[config.mk]
export PLATFORM = sky130hd
export DESIGN_NAME = strided_copy_engine
export DESIGN_NICKNAME = d
export VERILOG_FILES = /design/src/rtl/sce_pkg.sv /design/src/rtl/sce_beat_fsm.sv /design/src/rtl/sce_len_track.sv /design/src/rtl/sce_addr_unit.sv /design/src/rtl/strided_copy_engine.sv
export SDC_FILE = /design/constraint.sdc
export NUM_CORES = 1
export LEC_CHECK = 0
export CAP_MARGIN = 20
export CORE_AREA = 2 2 215 217
export CTS_BUF_LIST = sky130_fd_sc_hd__clkbuf_4 sky130_fd_sc_hd__clkbuf_8
export DETAILED_ROUTE_END_ITERATION = 7
export DIE_AREA = 0 0 217 219
export HOLD_SLACK_MARGIN = 0.03
export PLACE_DENSITY_LB_ADDON = 0.05
export SYNTH_ARGS = -nofsm -noshare
export SYNTH_HDL_FRONTEND = slang
export SYNTH_HIERARCHICAL = 1
export SYNTH_SLANG_ARGS = --single-unit
[constraint.sdc]
create_clock -name clk -period 9.9 [get_ports clk]
set_input_delay 1.98 -clock clk [delete_from_list [all_inputs] [get_ports clk]]
set_output_delay 1.98 -clock clk [all_outputs]
set_load 0.05 [all_outputs]
[src/rtl/sce_pkg.sv]
package sce_pkg;
  typedef enum logic [1:0] {
    ST_IDLE  = 2'd0,
    ST_ROW   = 2'd1,
    ST_READ  = 2'd2,
    ST_WRITE = 2'd3
  } sce_state_t;

  // option-word bit positions decoded by the engine
  localparam int OPT_TWO_D   = 1;
  localparam int OPT_DST_INC = 4;
  localparam int OPT_DST_IGN = 7;
  localparam int OPT_SRC_INC = 8;
  localparam int OPT_SRC_IGN = 11;
endpackage

[src/rtl/sce_beat_fsm.sv]
module sce_beat_fsm
  import sce_pkg::*;
#(
  parameter int DATA_W = 32
) (
  input  logic              clk,
  input  logic              rst_n,
  input  logic              start,
  input  logic              src_ign,
  input  logic              dst_ign,
  input  logic              row_empty,
  input  logic              last_row,
  input  logic              rd_valid,
  input  logic [DATA_W-1:0] rd_data,
  input  logic              wr_ack,
  output logic              load,
  output logic              beat_done,
  output logic              row_adv,
  output logic              busy,
  output logic              done,
  output logic              rd_req,
  output logic              wr_req,
  output logic [DATA_W-1:0] wr_data
);
  sce_state_t        st_q, st_d;
  logic [DATA_W-1:0] data_q, data_d;
  logic              data_en;
  logic              finish;
  logic              done_q;

  always_comb begin
    st_d      = st_q;
    data_d    = data_q;
    data_en   = 1'b0;
    load      = 1'b0;
    beat_done = 1'b0;
    row_adv   = 1'b0;
    finish    = 1'b0;
    case (st_q)
      ST_IDLE: begin
        if (start) begin
          load = 1'b1;
          st_d = ST_ROW;
        end
      end
      ST_ROW: begin
        if (row_empty) begin
          if (last_row) begin
            finish = 1'b1;
            st_d   = ST_IDLE;
          end else begin
            row_adv = 1'b1;
          end
        end else if (src_ign) begin
          data_d  = '0;
          data_en = 1'b1;
          st_d    = ST_WRITE;
        end else begin
          st_d = ST_READ;
        end
      end
      ST_READ: begin
        if (rd_valid) begin
          data_d  = rd_data;
          data_en = 1'b1;
          st_d    = ST_WRITE;
        end
      end
      ST_WRITE: begin
        if (dst_ign || wr_ack) begin
          beat_done = 1'b1;
          st_d      = ST_ROW;
        end
      end
      default: st_d = ST_IDLE;
    endcase
  end

  always_ff @(posedge clk or negedge rst_n) begin
    if (!rst_n) begin
      st_q   <= ST_IDLE;
      data_q <= '0;
      done_q <= 1'b0;
    end else begin
      st_q   <= st_d;
      done_q <= finish;
      if (data_en) data_q <= data_d;
    end
  end

  assign busy    = (st_q != ST_IDLE);
  assign done    = done_q;
  assign rd_req  = (st_q == ST_READ);
  assign wr_req  = (st_q == ST_WRITE) && !dst_ign;
  assign wr_data = data_q;
endmodule

[src/rtl/sce_len_track.sv]
module sce_len_track #(
  parameter int LEN_W  = 32,
  parameter int XLEN_W = 16,
  parameter int ROWS_W = 14,
  parameter int BEAT_B = 4
) (
  input  logic             clk,
  input  logic             rst_n,
  input  logic             load,
  input  logic             cfg_2d,
  input  logic [LEN_W-1:0] cfg_len,
  input  logic             beat_done,
  input  logic             row_adv,
  output logic             row_empty,
  output logic             last_row,
  output logic [LEN_W-1:0] live_len
);
  localparam int ROWC_W = ROWS_W + 1;
  localparam int PAD_W  = LEN_W - XLEN_W - ROWC_W;

  logic             mode_q, mode_d;
  logic [LEN_W-1:0] rb_q, rb_d, xrem_q, xrem_d, live_q, live_d, xrem_dec;
  logic [ROWC_W-1:0] rows_q, rows_d;
  logic [LEN_W-1:0] init_rb;
  logic [ROWC_W-1:0] init_rows;

  always_comb begin
    init_rb   = cfg_2d ? LEN_W'(cfg_len[XLEN_W-1:0]) : cfg_len;
    init_rows = cfg_2d ? ROWC_W'(cfg_len[XLEN_W +: ROWS_W]) + ROWC_W'(1) : ROWC_W'(1);
    xrem_dec  = (xrem_q < LEN_W'(BEAT_B)) ? '0 : xrem_q - LEN_W'(BEAT_B);
    mode_d = mode_q;
    rb_d   = rb_q;
    xrem_d = xrem_q;
    rows_d = rows_q;
    live_d = live_q;
    if (load) begin
      mode_d = cfg_2d;
      rb_d   = init_rb;
      xrem_d = init_rb;
      rows_d = init_rows;
      live_d = cfg_len;
    end else if (beat_done) begin
      xrem_d = xrem_dec;
      live_d = mode_q ? {{PAD_W{1'b0}}, rows_q, xrem_dec[XLEN_W-1:0]} : xrem_dec;
    end else if (row_adv) begin
      rows_d = rows_q - ROWC_W'(1);
      xrem_d = rb_q;
    end
  end

  always_ff @(posedge clk or negedge rst_n) begin
    if (!rst_n) begin
      mode_q <= 1'b0;
      rb_q   <= '0;
      xrem_q <= '0;
      rows_q <= '0;
      live_q <= '0;
    end else begin
      mode_q <= mode_d;
      rb_q   <= rb_d;
      xrem_q <= xrem_d;
      rows_q <= rows_d;
      live_q <= live_d;
    end
  end

  assign row_empty = (xrem_q == '0);
  assign last_row  = (rows_q == ROWC_W'(1));
  assign live_len  = live_q;
endmodule

[src/rtl/sce_addr_unit.sv]
module sce_addr_unit #(
  parameter int ADDR_W   = 32,
  parameter int STRIDE_W = 16,
  parameter int BEAT_B   = 4
) (
  input  logic                clk,
  input  logic                rst_n,
  input  logic                load,
  input  logic [ADDR_W-1:0]   init_addr,
  input  logic [STRIDE_W-1:0] init_stride,
  input  logic                step_en,
  input  logic                row_adv,
  output logic [ADDR_W-1:0]   addr
);
  logic [ADDR_W-1:0]   addr_q, addr_d;
  logic [STRIDE_W-1:0] str_q, str_d;

  always_comb begin
    addr_d = addr_q;
    str_d  = str_q;
    if (load) begin
      addr_d = init_addr;
      str_d  = init_stride;
    end else if (step_en) begin
      addr_d = addr_q + ADDR_W'(BEAT_B);
    end else if (row_adv) begin
      addr_d = addr_q + {{(ADDR_W-STRIDE_W){str_q[STRIDE_W-1]}}, str_q};
    end
  end

  always_ff @(posedge clk or negedge rst_n) begin
    if (!rst_n) begin
      addr_q <= '0;
      str_q  <= '0;
    end else begin
      addr_q <= addr_d;
      str_q  <= str_d;
    end
  end

  assign addr = addr_q;
endmodule

[src/rtl/strided_copy_engine.sv]
module strided_copy_engine
  import sce_pkg::*;
#(
  parameter int ADDR_W   = 32,
  parameter int DATA_W   = 32,
  parameter int LEN_W    = 32,
  parameter int OPT_W    = 12,
  parameter int XLEN_W   = 16,
  parameter int ROWS_W   = 14,
  parameter int STRIDE_W = 16
) (
  input  logic              clk,
  input  logic              rst_n,
  input  logic              start,
  input  logic [OPT_W-1:0]  cfg_info,
  input  logic [ADDR_W-1:0] cfg_src,
  input  logic [ADDR_W-1:0] cfg_dst,
  input  logic [LEN_W-1:0]  cfg_len,
  input  logic [2*STRIDE_W-1:0] cfg_stride,
  output logic              rd_req,
  output logic [ADDR_W-1:0] rd_addr,
  input  logic              rd_valid,
  input  logic [DATA_W-1:0] rd_data,
  output logic              wr_req,
  output logic [ADDR_W-1:0] wr_addr,
  output logic [DATA_W-1:0] wr_data,
  input  logic              wr_ack,
  output logic              busy,
  output logic              done,
  output logic [ADDR_W-1:0] live_src,
  output logic [ADDR_W-1:0] live_dst,
  output logic [LEN_W-1:0]  live_len
);
  localparam int BEAT_B = DATA_W / 8;
  localparam int N_PTR  = 2; // 0: source, 1: destination

  logic [1:0]       rst_sync_q;
  logic             rst_core_n;
  logic [OPT_W-1:0] opt_q;
  logic             load, beat_done, row_adv, row_empty, last_row;
  logic [ADDR_W-1:0]   ptr_init [N_PTR];
  logic [STRIDE_W-1:0] ptr_str  [N_PTR];
  logic                ptr_inc  [N_PTR];
  logic [ADDR_W-1:0]   ptr_addr [N_PTR];

  always_ff @(posedge clk or negedge rst_n) begin
    if (!rst_n) rst_sync_q <= 2'b00;
    else        rst_sync_q <= {rst_sync_q[0], 1'b1};
  end
  assign rst_core_n = rst_sync_q[1];

  always_ff @(posedge clk or negedge rst_core_n) begin
    if (!rst_core_n)  opt_q <= '0;
    else if (load)    opt_q <= cfg_info;
  end

  assign ptr_init[0] = cfg_src;
  assign ptr_init[1] = cfg_dst;
  assign ptr_str[0]  = cfg_info[OPT_TWO_D] ? cfg_stride[STRIDE_W-1:0] : '0;
  assign ptr_str[1]  = cfg_info[OPT_TWO_D] ? cfg_stride[2*STRIDE_W-1:STRIDE_W] : '0;
  assign ptr_inc[0]  = opt_q[OPT_SRC_INC];
  assign ptr_inc[1]  = opt_q[OPT_DST_INC];

  sce_beat_fsm #(.DATA_W(DATA_W)) u_fsm (
    .clk(clk), .rst_n(rst_core_n), .start(start),
    .src_ign(opt_q[OPT_SRC_IGN]), .dst_ign(opt_q[OPT_DST_IGN]),
    .row_empty(row_empty), .last_row(last_row),
    .rd_valid(rd_valid), .rd_data(rd_data), .wr_ack(wr_ack),
    .load(load), .beat_done(beat_done), .row_adv(row_adv),
    .busy(busy), .done(done), .rd_req(rd_req), .wr_req(wr_req),
    .wr_data(wr_data)
  );

  sce_len_track #(.LEN_W(LEN_W), .XLEN_W(XLEN_W), .ROWS_W(ROWS_W), .BEAT_B(BEAT_B)) u_len (
    .clk(clk), .rst_n(rst_core_n), .load(load), .cfg_2d(cfg_info[OPT_TWO_D]),
    .cfg_len(cfg_len), .beat_done(beat_done), .row_adv(row_adv),
    .row_empty(row_empty), .last_row(last_row), .live_len(live_len)
  );

  for (genvar g = 0; g < N_PTR; g++) begin : g_ptr
    sce_addr_unit #(.ADDR_W(ADDR_W), .STRIDE_W(STRIDE_W), .BEAT_B(BEAT_B)) u_addr (
      .clk(clk), .rst_n(rst_core_n), .load(load),
      .init_addr(ptr_init[g]), .init_stride(ptr_str[g]),
      .step_en(beat_done && ptr_inc[g]), .row_adv(row_adv),
      .addr(ptr_addr[g])
    );
  end

  assign live_src = ptr_addr[0];
  assign live_dst = ptr_addr[1];
  assign rd_addr  = ptr_addr[0];
  assign wr_addr  = ptr_addr[1];
endmodule

==> key figures, run 1 <==
Run
  • Max_cap viols: 0

Detailed routing
  • DRC viols: 0
  • WL final: 58000 um
  • Routed WL per cell: roughly 20 um
  • Final ANT Viol Nets: 0
  • Total number of vias: 16200
  • First-pass iteration count of the detailed router: 7
  • Vias/cell: about 5.5
  • Initial drt markers: ~1100

Logic synthesis
  • Post-synth top area cell: dfrtp_1
  • Net Count, Synth: 2262
  • Sequential area share after synthesis: between 30% and 40%
  • Number of synthesized register bits: between 200 and 250
  • Syn avg cell area: roughly 8.9 sq um
  • Share of Yosys cell area claimed by the top area cell type: 35.0%
  • Ys Warns: 6
  • Dominant cell by count in the synthesized netlist: dfrtp_1
  • Post-synth top cells: 249 x dfrtp_1, 208 x nand2_1, 145 x o21ai_0
  • Top FF cell, synth: dfrtp_1
  • Unique masters post-synth: between 90 and 100
  • Mapped Cells: roughly 2000
  • Synth top area cells: dfrtp_1 35%, ha_1 5.2%, nand2_1 4.4%
  • Mapped cell area: roughly 18000 sq um
  • EDFF count, synth: 0
  • Post-synth ARST share: between 90% and 100%

Clock network
  • Clock sinks: about 250
  • Root buf cell: clkbuf_8
  • # H-tree levels: 2
  • Post-CTS setup buffer count: 0
  • CTS tree: done
  • Skew-Pair Late Insertion Delay: around 0.64 ns
  • Num CTS Buffers: between 40 and 50
  • CTS resizes: 0
  • Clk slew on worst S/H paths: 0.07 ns
  • Hold Buf Count CTS: 0
  • Maximum clock path buffer count: 3

Pwr
  • PD cells: ~400 nW/um^2
  • Overall Power: around 0.009 W
  • Peak supply drop: approximately 250 uV
  • Leak pwr: around 9 nW

Layout
  • Sequential cell area: between 6000 and 7000 sq um
  • Nets: roughly 2500
  • Layout area overhead: 26.5%
  • Share of cells above drive strength 1: a little over a tenth
  • Fillers: around 4300
  • Area of the multi-input gates: 10300 sq um

Worst setup path
  • FF-to-FF End: u_len/rows_q[10]
  • Critical path cell sequence: inv_1 > ha_1 > nor4b_2 > nand4_1 > or2_2 > nor3_1 > and3b_2 > buf_4 > nand2b_1 > nor3_1 > nand3_1 > a32oi_1 > nor2_1
  • CP Launch Type: register
  • CP max stage delay: about 0.69 ns
  • R2R depth: 13
  • Worst Path Arrival: roughly 6 ns
  • Reg-to-Reg Start: u_len/xrem_q[2]
  • Worst-path maximum fanout: 29
  • Most frequent CP cell: nor3_1
  • CP required: ~10 ns
  • WS Path Type: register to register
  • Crit path capture type: register
  • Slowest stage cell, crit path: nand4_1
  • R2R Setup Slk: 4.51 ns

Global route
  • Vias in the first global route: between 15000 and 20000
  • Pin count of the biggest net entering global routing: 150
  • Initial antenna violation count: 3
  • Total track usage: roughly a quarter
  • Grt ovf: 0
  • First-pass GRT wire length: 90700 um

Timing
  • Fin. max-slew vios: 0
  • Setup TNS: 0 ns
  • Count of final hold-check violations: 0
  • Crit share post-route: a little over half
  • Worst Max-Slew Pin Slew: between 1 and 1.5 ns
  • RSZ-0062 raised after global routing: false
  • Setup-failing EPs final: 0
  • Maximum clock rate: ~190 MHz
  • Clk_skew: about 0.034 ns
  • Slew HR: 30.7%
  • Period minus WS final: roughly 5.4 ns

Placed design
  • Placer's final routability congestion estimate: 0.867
  • Post-DP HPWL: between 40000 and 50000 um
  • Port-buffer cells: ~370

Min path
  • Hold crit path type: register to asynchronous set/reset pin

Die
  • Width of the die: roughly 220 um
  • Core area: 45100 sq um
  • I/O pins: 373
  • Initial core utilization: about two fifths
  • DIE AREA: 47500 sq um
  • Die height: 219 um
  • Site Rows: 78

Run status
  • Status: finished clean
-- critical path: cells and delay by family, from the launching register on --
| family | cells | cell delay (ns) |
|---|---|---|
| fa+ha+maj | 1 | 0.35 |
| simple gates | 9 | 3.72 |
| flops | 1 | 0.42 |
| compound gates | 1 | 0.22 |
| buf+inv | 2 | 0.58 |
-- metal layers --
| layer | up-vias | GRT usage (%) | share of wire [%] |
|---|---|---|---|
| met4 | 2 | 6.42 | 2.0 |
| li1 | 7748 | - | - |
| met1 | 7916 | 33.1 | 45 |
| met2 | 447 | 38.9 | 47 |
| met3 | 78 | 4.31 | 5.3 |
| met5 | - | 0 | 0.021 |
-- through the flow --
stage / area, sq um / hold WS, ns / utilization, % / std cells / setup slack, ns
after floorplan: 17800 / 0.331 / - / 2009 / 2.45
after global placement: 21400 / 0.287 / 47.5 / 2831 / 4.40
after global routing: 22500 / 0.301 / 50.0 / 2918 / 4.13
after detailed placement: 21400 / 0.283 / 47.5 / 2831 / 4.44
final: 22500 / 0.260 / 50.0 / 2919 / 4.51
after CTS: 22500 / 0.281 / 50.0 / 2917 / 4.54
-- worst max-delay path by stage --
stage / start / end / depth (start not counted)
finish: u_len/xrem_q[2] / u_len/rows_q[10] / 13
global route: u_len/xrem_q[2] / u_len/rows_q[13] / 13
CTS: u_len/xrem_q[2] / u_len/rows_q[12] / 13
detailed placement: wr_ack / u_len/live_len[24] / 7
global placement: wr_ack / u_len/live_len[24] / 7
floorplan: rst_sync_q[1] / g_ptr[0].u_addr/addr[0] / 0
-- flip-flops by register name, summed over array words and instances, names as in the netlist --
register and flops:
u_len/live_len 32, u_fsm/done 1, u_fsm/wr_data 32, u_len/mode_q 1, u_len/rb_q 32, opt_q 4
g_ptr.u_addr/addr 64, u_len/rows_q 15, g_ptr.u_addr/str_q 32, rst_sync_q 2, u_fsm/st_q 2, u_len/xrem_q 32
-- final cells by class --
| type | count | share of cell area [%] |
|---|---|---|
| Inverter | 106 | 1.77 |
| Clock buffer | 78 | 4.40 |
| Clock inverter | 8 | 0.444 |
| Tap cell | 600 | 3.33 |
| Antenna cell | 2 | 0.0222 |
| Timing Repair Buffer | 381 | 16.9 |
| Sequential cell | 249 | 27.7 |
| Multi-Input combinational cell | 1495 | 45.5 |
-- kinds of logic (layout without fill, tap and decap cells) --
logic type	Yosys count	after routing	share of synthesized area, %
simple gates	605	605	18.1
compound gates	570	570	20.9
buf+inv	265	573	7.61
flops	249	249	35.0
xor+xnor	149	149	7.32
mux	94	94	5.58
fa+ha+maj	76	76	5.42
other cells	1	3	0.0210
-- layout by cell type, fill, tap and decap left out, drive strengths merged, types with 11 or more instances in the layout --
cell	count
o211ai	22
o21ai	161
o21a	18
o221ai	16
a22oi	24
a31oi	16
dfrtp	249
a211oi	18
or3	17
nor2	114
and3	17
and2	41
clkdlybuf4s50	365
nor2b	19
ha	74
nand2	211
a221oi	15
nor3	37
mux2	43
nor4	19
xnor2	87
buf	16
o22ai	23
clkbuf	78
nand4	31
inv	104
a21oi	128
xor2	62
o22a	11
mux2i	51
nand3	41
a21o	37
and4	12
-- where the power goes --
group	switching, W	internal, W
Combinational	0.00348	0.00218
Clock	0.000493	0.000685
Sequential	0.000651	0.00148
(Power assumes the default switching activity.)
==> run 2: changes to the inputs <==
==> constraint.sdc (replaced) <==
create_clock -name clk -period 5.04 [get_ports clk]
set_input_delay 1.008 -clock clk [delete_from_list [all_inputs] [get_ports clk]]
set_output_delay 1.008 -clock clk [all_outputs]
set_load 0.05 [all_outputs]
==> run 2 against run 1 <==
Against the previous run: combinational power increased by 100%; sequential power increased by 97%; critical path depth unchanged; largest cell class unchanged; critical endpoint is now u_len/rows_q[12]; wire length increased by 2.8%; clock skew decreased by 0.0045 ns; die area unchanged; sequential share of layout area decreased by 0.28 points.
==> key figures, run 2 (synthesis gave the netlist of run 1 again) <==
Layout
  • Fillers: 4358
  • Ant. Diodes: 0
  • Layout area overhead: 27.8%
  • Max FFs per register: 64
  • Share of cells above drive strength 1: between 10% and 20%
  • Final non-filler cell area: around 23000 sq um
  • Most common cell after layout, fill and taps aside: clkdlybuf4s50_1
  • Most frequent cells in the layout: 365 x clkdlybuf4s50_1, 248 x dfrtp_1, 208 x nand2_1
  • Final instance count without filler cells: about 2900
  • Nets: approximately 2600

Placed design
  • Placer's final routability congestion estimate: between 0.8 and 0.9
  • Port-buffer cells: roughly 370
  • Post-DP HPWL: roughly 43000 um
  • Dpl cell area: 21600 sq um
  • Dpl cells: 2855

Pwr
  • Int Pwr: approximately 0.0087 W
  • Peak supply drop: between 500 and 600 uV
  • Leak pwr: between 9 and 10 nW
  • Comb power frac: between 60 and 70%
  • Psw: about 0.009 W
  • Sw Share: about half
  • Seq pwr share: between 20% and 30%
  • PD cells: 784 nW/um^2
  • Clock share of power: a little over an eighth

Global route
  • Total track usage: between 20% and 30%
  • Vias in the first global route: 16100
  • Pin count of the biggest net entering global routing: around 160
  • Grt ovf: 0
  • Initial antenna violation count: 1
  • First-pass GRT wire length: approximately 92000 um

Clock network
  • Clk slew on worst S/H paths: 0.07 ns
  • Skew-Pair Late Insertion Delay: 0.64 ns
  • Num CTS Buffers: between 40 and 50
  • CTS tree: done
  • # H-tree levels: 2
  • Post-CTS setup buffer count: 0
  • Root buf cell: clkbuf_8
  • Clock sinks: ~250
  • Maximum clock path buffer count: 3
  • CTS resizes: 0
  • Hold Buf Count CTS: 0

Worst setup path
  • Most frequent CP cell: nor3_1
  • Worst-path maximum fanout: 11
  • Reg-to-Reg Start: u_len/xrem_q[2]
  • Worst Path Arrival: 4.67 ns
  • CP max stage delay: about 0.6 ns
  • CP Launch Type: register
  • Crit path capture type: register
  • WS Path Type: register to register
  • WP buf/inv: 2
  • CP required: approximately 5.6 ns
  • R2R depth: 13
  • FF-to-FF End: u_len/rows_q[12]
  • CP top delay family: simple AND/OR/NAND/NOR gates
  • Critical path cell sequence: inv_1 > ha_1 > nor4b_2 > buf_4 > nand4_1 > or2_2 > nor3_1 > and3b_2 > nand2b_1 > nor3_1 > nand3_1 > a32oi_1 > nor2_1
  • R2R Setup Slk: 0.90 ns
  • Slowest stage cell, crit path: nor3_1

Die
  • DIE AREA: 47500 sq um
  • I/O pins: 373
  • Core area: 45100 sq um
  • Initial core utilization: 39.5%
  • Width of the die: ~220 um
  • Site Rows: 78
  • Die height: 219 um

Timing
  • Setup-failing EPs final: 0
  • RSZ-0062 raised after global routing: false
  • Setup TNS: 0 ns
  • Crit share post-route: between 80 and 90%
  • Period minus WS final: 4.14 ns
  • Slew HR: 29.3%
  • Count of final hold-check violations: 0
  • Clk_skew: slightly below 0.03 ns
  • Worst Max-Slew Pin Slew: approximately 1.1 ns
  • Fin Hold WS: 0.342 ns
  • Fin. max-slew vios: 0
  • Maximum clock rate: between 200 and 250 MHz

Detailed routing
  • WL final: about 60000 um
  • First-pass iteration count of the detailed router: 8
  • DRC viols: 0
  • Total number of vias: roughly 16000
  • Initial drt markers: between 1000 and 1500
  • Routed WL per cell: roughly 20 um
  • Vias/cell: between 5 and 6
  • Final ANT Viol Nets: 0

Min path
  • Hold crit path type: register to asynchronous set/reset pin

Run status
  • Status: finished clean

Run
  • Max_cap viols: 0
## run 2: cell count changes in the layout (fill, tap and decap cells not counted), sizes merged
cell / delta
buf: +24
clkinv: +2
diode: -2
bufinv: +1
inv: -1
## run 2: power groups by stage
stage / registers [W] / clock network, W / logic [W]
finish: 0.00419 / 0.00241 / 0.0113
global route: 0.00434 / 0.00258 / 0.0122
CTS: 0.00419 / 0.00249 / 0.0112
detailed placement: 0.00421 / 0 / 0.0112
global placement: 0.00419 / 0 / 0.0111
floorplan: 0.00544 / 0 / 0.00690
## run 2: area by class of cell
cell class / instances / area, sq um / area share (%)
repair buffers: 405 / 3970 / 17.4
multi-input cells: 1495 / 10200 / 45.0
well taps: 600 / 751 / 3.30
clock inverters: 10 / 143 / 0.627
clock buffers: 78 / 1020 / 4.47
inverters: 106 / 398 / 1.75
flip-flops and latches: 249 / 6230 / 27.4
## run 2: worst max-delay path by stage
stage,from,slack (ns),end,cells after the start
2_1_floorplan,rst_sync_q[1],0.95,g_ptr[0].u_addr/addr[0],0
3_3_place_gp,wr_ack,0.86,g_ptr[1].u_addr/addr[21],7
3_5_place_dp,wr_ack,0.80,g_ptr[1].u_addr/addr[21],7
4_1_cts,u_len/xrem_q[2],0.85,u_len/rows_q[11],13
5_1_grt,u_len/xrem_q[2],0.57,u_len/rows_q[12],13
6_report,u_len/xrem_q[2],0.90,u_len/rows_q[12],13
## run 2: stage by stage
stage	worst slack [ns]	power [W]	util, %
5_1_grt	0.565	0.0191	50.5
2_1_floorplan	0.953	0.0123	-
3_5_place_dp	0.804	0.0154	47.9
3_3_place_gp	0.857	0.0153	47.9
6_report	0.898	0.0179	50.5
4_1_cts	0.854	0.0179	50.5
## run 2: layer usage
| metal | track usage [%] | vias to the layer above | part of all wire, % | routed length, um |
|---|---|---|---|---|
| li1 | - | 7789 | - | - |
| met1 | 32.7 | 7885 | 45 | 26500 |
| met2 | 40.9 | 498 | 48 | 28500 |
| met3 | 4.19 | 84 | 5.4 | 3210 |
| met4 | 6.92 | 2 | 2.3 | 1360 |
| met5 | 0 | - | 0.022 | 13 |
==> run 3: changes to the inputs <==
==> constraint.sdc (replaced) <==
create_clock -name clk -period 3.6 [get_ports clk]
set_input_delay 0.72 -clock clk [delete_from_list [all_inputs] [get_ports clk]]
set_output_delay 0.72 -clock clk [all_outputs]
set_load 0.05 [all_outputs]
==> run 3 against run 2 <==
Against the previous run: highest routed layer unchanged; die area did not move; critical path depth down 3; global-route usage shrank 0.18 points; combinational power rose by 42%; largest cell class unchanged; cell count is 1.4% higher; core utilization is 0.68 points higher; critical endpoint is now g_ptr[0].u_addr/addr[16].
==> key figures, run 3 (synthesis gave the netlist of run 1 again) <==
Worst setup path
  • CP top delay family: simple AND/OR/NAND/NOR gates
  • CP required: roughly 4 ns
  • CP max stage delay: about 0.65 ns
  • Crit path capture type: register
  • Worst Path Arrival: between 3 and 4 ns
  • Worst-path maximum fanout: 8
  • WP buf/inv: 1
  • Slowest stage cell, crit path: or4_1
  • CP Launch Type: register
  • Critical path cell sequence: or4_1 > nor4bb_1 > and2_1 > and3b_2 > buf_4 > nand2b_1 > nor2_1 > o21ai_0 > a21oi_1 > a221o_1
  • WS Path Type: register to register

Placed design
  • Placer's final routability congestion estimate: approximately 0.9
  • Post-DP HPWL: around 44000 um
  • Port-buffer cells: 365
  • Dpl cells: 2891
  • Worst slack, placed: roughly 0.17 ns

Clock network
  • Num CTS Buffers: approximately 50
  • Clk slew on worst S/H paths: 0.07 ns
  • Skew-Pair Late Insertion Delay: 0.65 ns
  • Post-CTS setup buffer count: 0
  • Root buf cell: clkbuf_8
  • # H-tree levels: 2
  • Clock sinks: between 200 and 250
  • CTS tree: done
  • CTS resizes: 0
  • Maximum clock path buffer count: 3
  • Hold Buf Count CTS: 0

Timing
  • Crit share post-route: 92.0%
  • Clk_skew: 0.0237 ns
  • Count of final hold-check violations: 0
  • Worst Max-Slew Pin Slew: 1.07 ns
  • Maximum clock rate: between 300 and 400 MHz
  • Setup-failing EPs final: 0
  • Setup TNS: 0 ns
  • Fin Hold WS: around 0.23 ns
  • Period minus WS final: 3.31 ns
  • Fin. max-slew vios: 0
  • Final worst setup slack: 0.289 ns
  • Slew HR: roughly 29%
  • RSZ-0062 raised after global routing: false

Detailed routing
  • Final ANT Viol Nets: 0
  • First-pass iteration count of the detailed router: 7
  • Vias/cell: about 5.5
  • DRC viols: 0
  • WL final: roughly 59000 um
  • Initial drt markers: around 1200
  • Routed WL per cell: around 20 um
  • Total number of vias: between 15000 and 20000

Layout
  • Share of cells above drive strength 1: approximately an eighth
  • Max FFs per register: 64
  • Most frequent cells in the layout: 365 x clkdlybuf4s50_1, 248 x dfrtp_1, 208 x nand2_1
  • Most common cell after layout, fill and taps aside: clkdlybuf4s50_1
  • Layout area overhead: 29.5%
  • Final instance count without filler cells: 2984
  • Nets: about 2600

Global route
  • First-pass GRT wire length: slightly above 90000 um
  • Vias in the first global route: 15900
  • Grt ovf: 0
  • Pin count of the biggest net entering global routing: between 90 and 100
  • Initial antenna violation count: 2
  • Total track usage: roughly a quarter

Pwr
  • Peak supply drop: 603 uV
  • PD cells: around 1100 nW/um^2
  • Comb power frac: around 64%
  • Psw: roughly 0.013 W
  • Clock share of power: a little over an eighth
  • Leak pwr: 9.61 nW
  • Int Pwr: about 0.012 W
  • Sw Share: around half
  • Seq pwr share: a little under a quarter

Die
  • Core area: about 45000 sq um
  • Initial core utilization: 39.5%
  • DIE AREA: about 48000 sq um
  • I/O pins: between 300 and 400
  • Site Rows: 78
  • Die height: 219 um
  • Width of the die: ~220 um

Min path
  • Hold crit path type: primary input to asynchronous set/reset pin

Run
  • Max_cap viols: 0

Run status
  • Status: finished clean
[run 3: cell count changes in the layout (fill, tap and decap cells not counted), sizes merged]
| cell | previous run | this run |
|---|---|---|
| buf | 40 | 76 |
| bufinv | 3 | 0 |
| clkbuf | 78 | 87 |
| clkinv | 10 | 8 |
| diode | 0 | 1 |
[run 3: final timing paths]
check	endpoint	slack, ns	from	depth (start not counted)
max in group asynchronous	g_ptr[0].u_addr/addr[3]	2.28	rst_sync_q[1]	1
hold / removal	rst_sync_q[1]	0.23	rst_n	1
hold reg to reg	u_len/live_len[19]	0.34	rst_sync_q[1]	0
setup / recovery	g_ptr[0].u_addr/addr[16]	0.29	u_len/rows_q[6]	10
setup reg to reg	g_ptr[0].u_addr/addr[16]	0.29	u_len/rows_q[6]	10
min in group clk	rst_sync_q[1]	0.36	rst_sync_q[0]	0
[run 3: per-layer routing]
metal | wire length (um) | track usage [%]
met5 | 8 | 0
met4 | 1630 | 8.29
met3 | 3120 | 3.87
met2 | 27800 | 39.5
met1 | 26600 | 33.1
[run 3: layout make-up]
cell class / count / area, sq um
timing repair buffer: 441 / 4270
multi-input combinational: 1495 / 10300
antenna: 1 / 2.50
tap: 600 / 751
clock buffer: 87 / 1100
sequential: 249 / 6230
fill: 4327 / 22000
inverter: 106 / 398
clock inverter: 5 / 42.5
[run 3: power groups by stage]
stage / Combinational, W / Sequential (W) / Clock, W
after CTS: 0.0161 / 0.00573 / 0.00339
after global routing: 0.0174 / 0.00593 / 0.00354
after floorplan: 0.00965 / 0.00762 / 0
final: 0.0161 / 0.00573 / 0.00328
after detailed placement: 0.0160 / 0.00576 / 0
after global placement: 0.0159 / 0.00574 / 0
[run 3: stage by stage]
step | utilization [%] | instance area, sq um | power [W]
floorplan | - | 17800 | 0.0173
global placement | 48.6 | 21900 | 0.0217
detailed placement | 48.6 | 21900 | 0.0218
CTS | 51.1 | 23100 | 0.0252
global route | 51.2 | 23100 | 0.0269
finish | 51.2 | 23100 | 0.0251
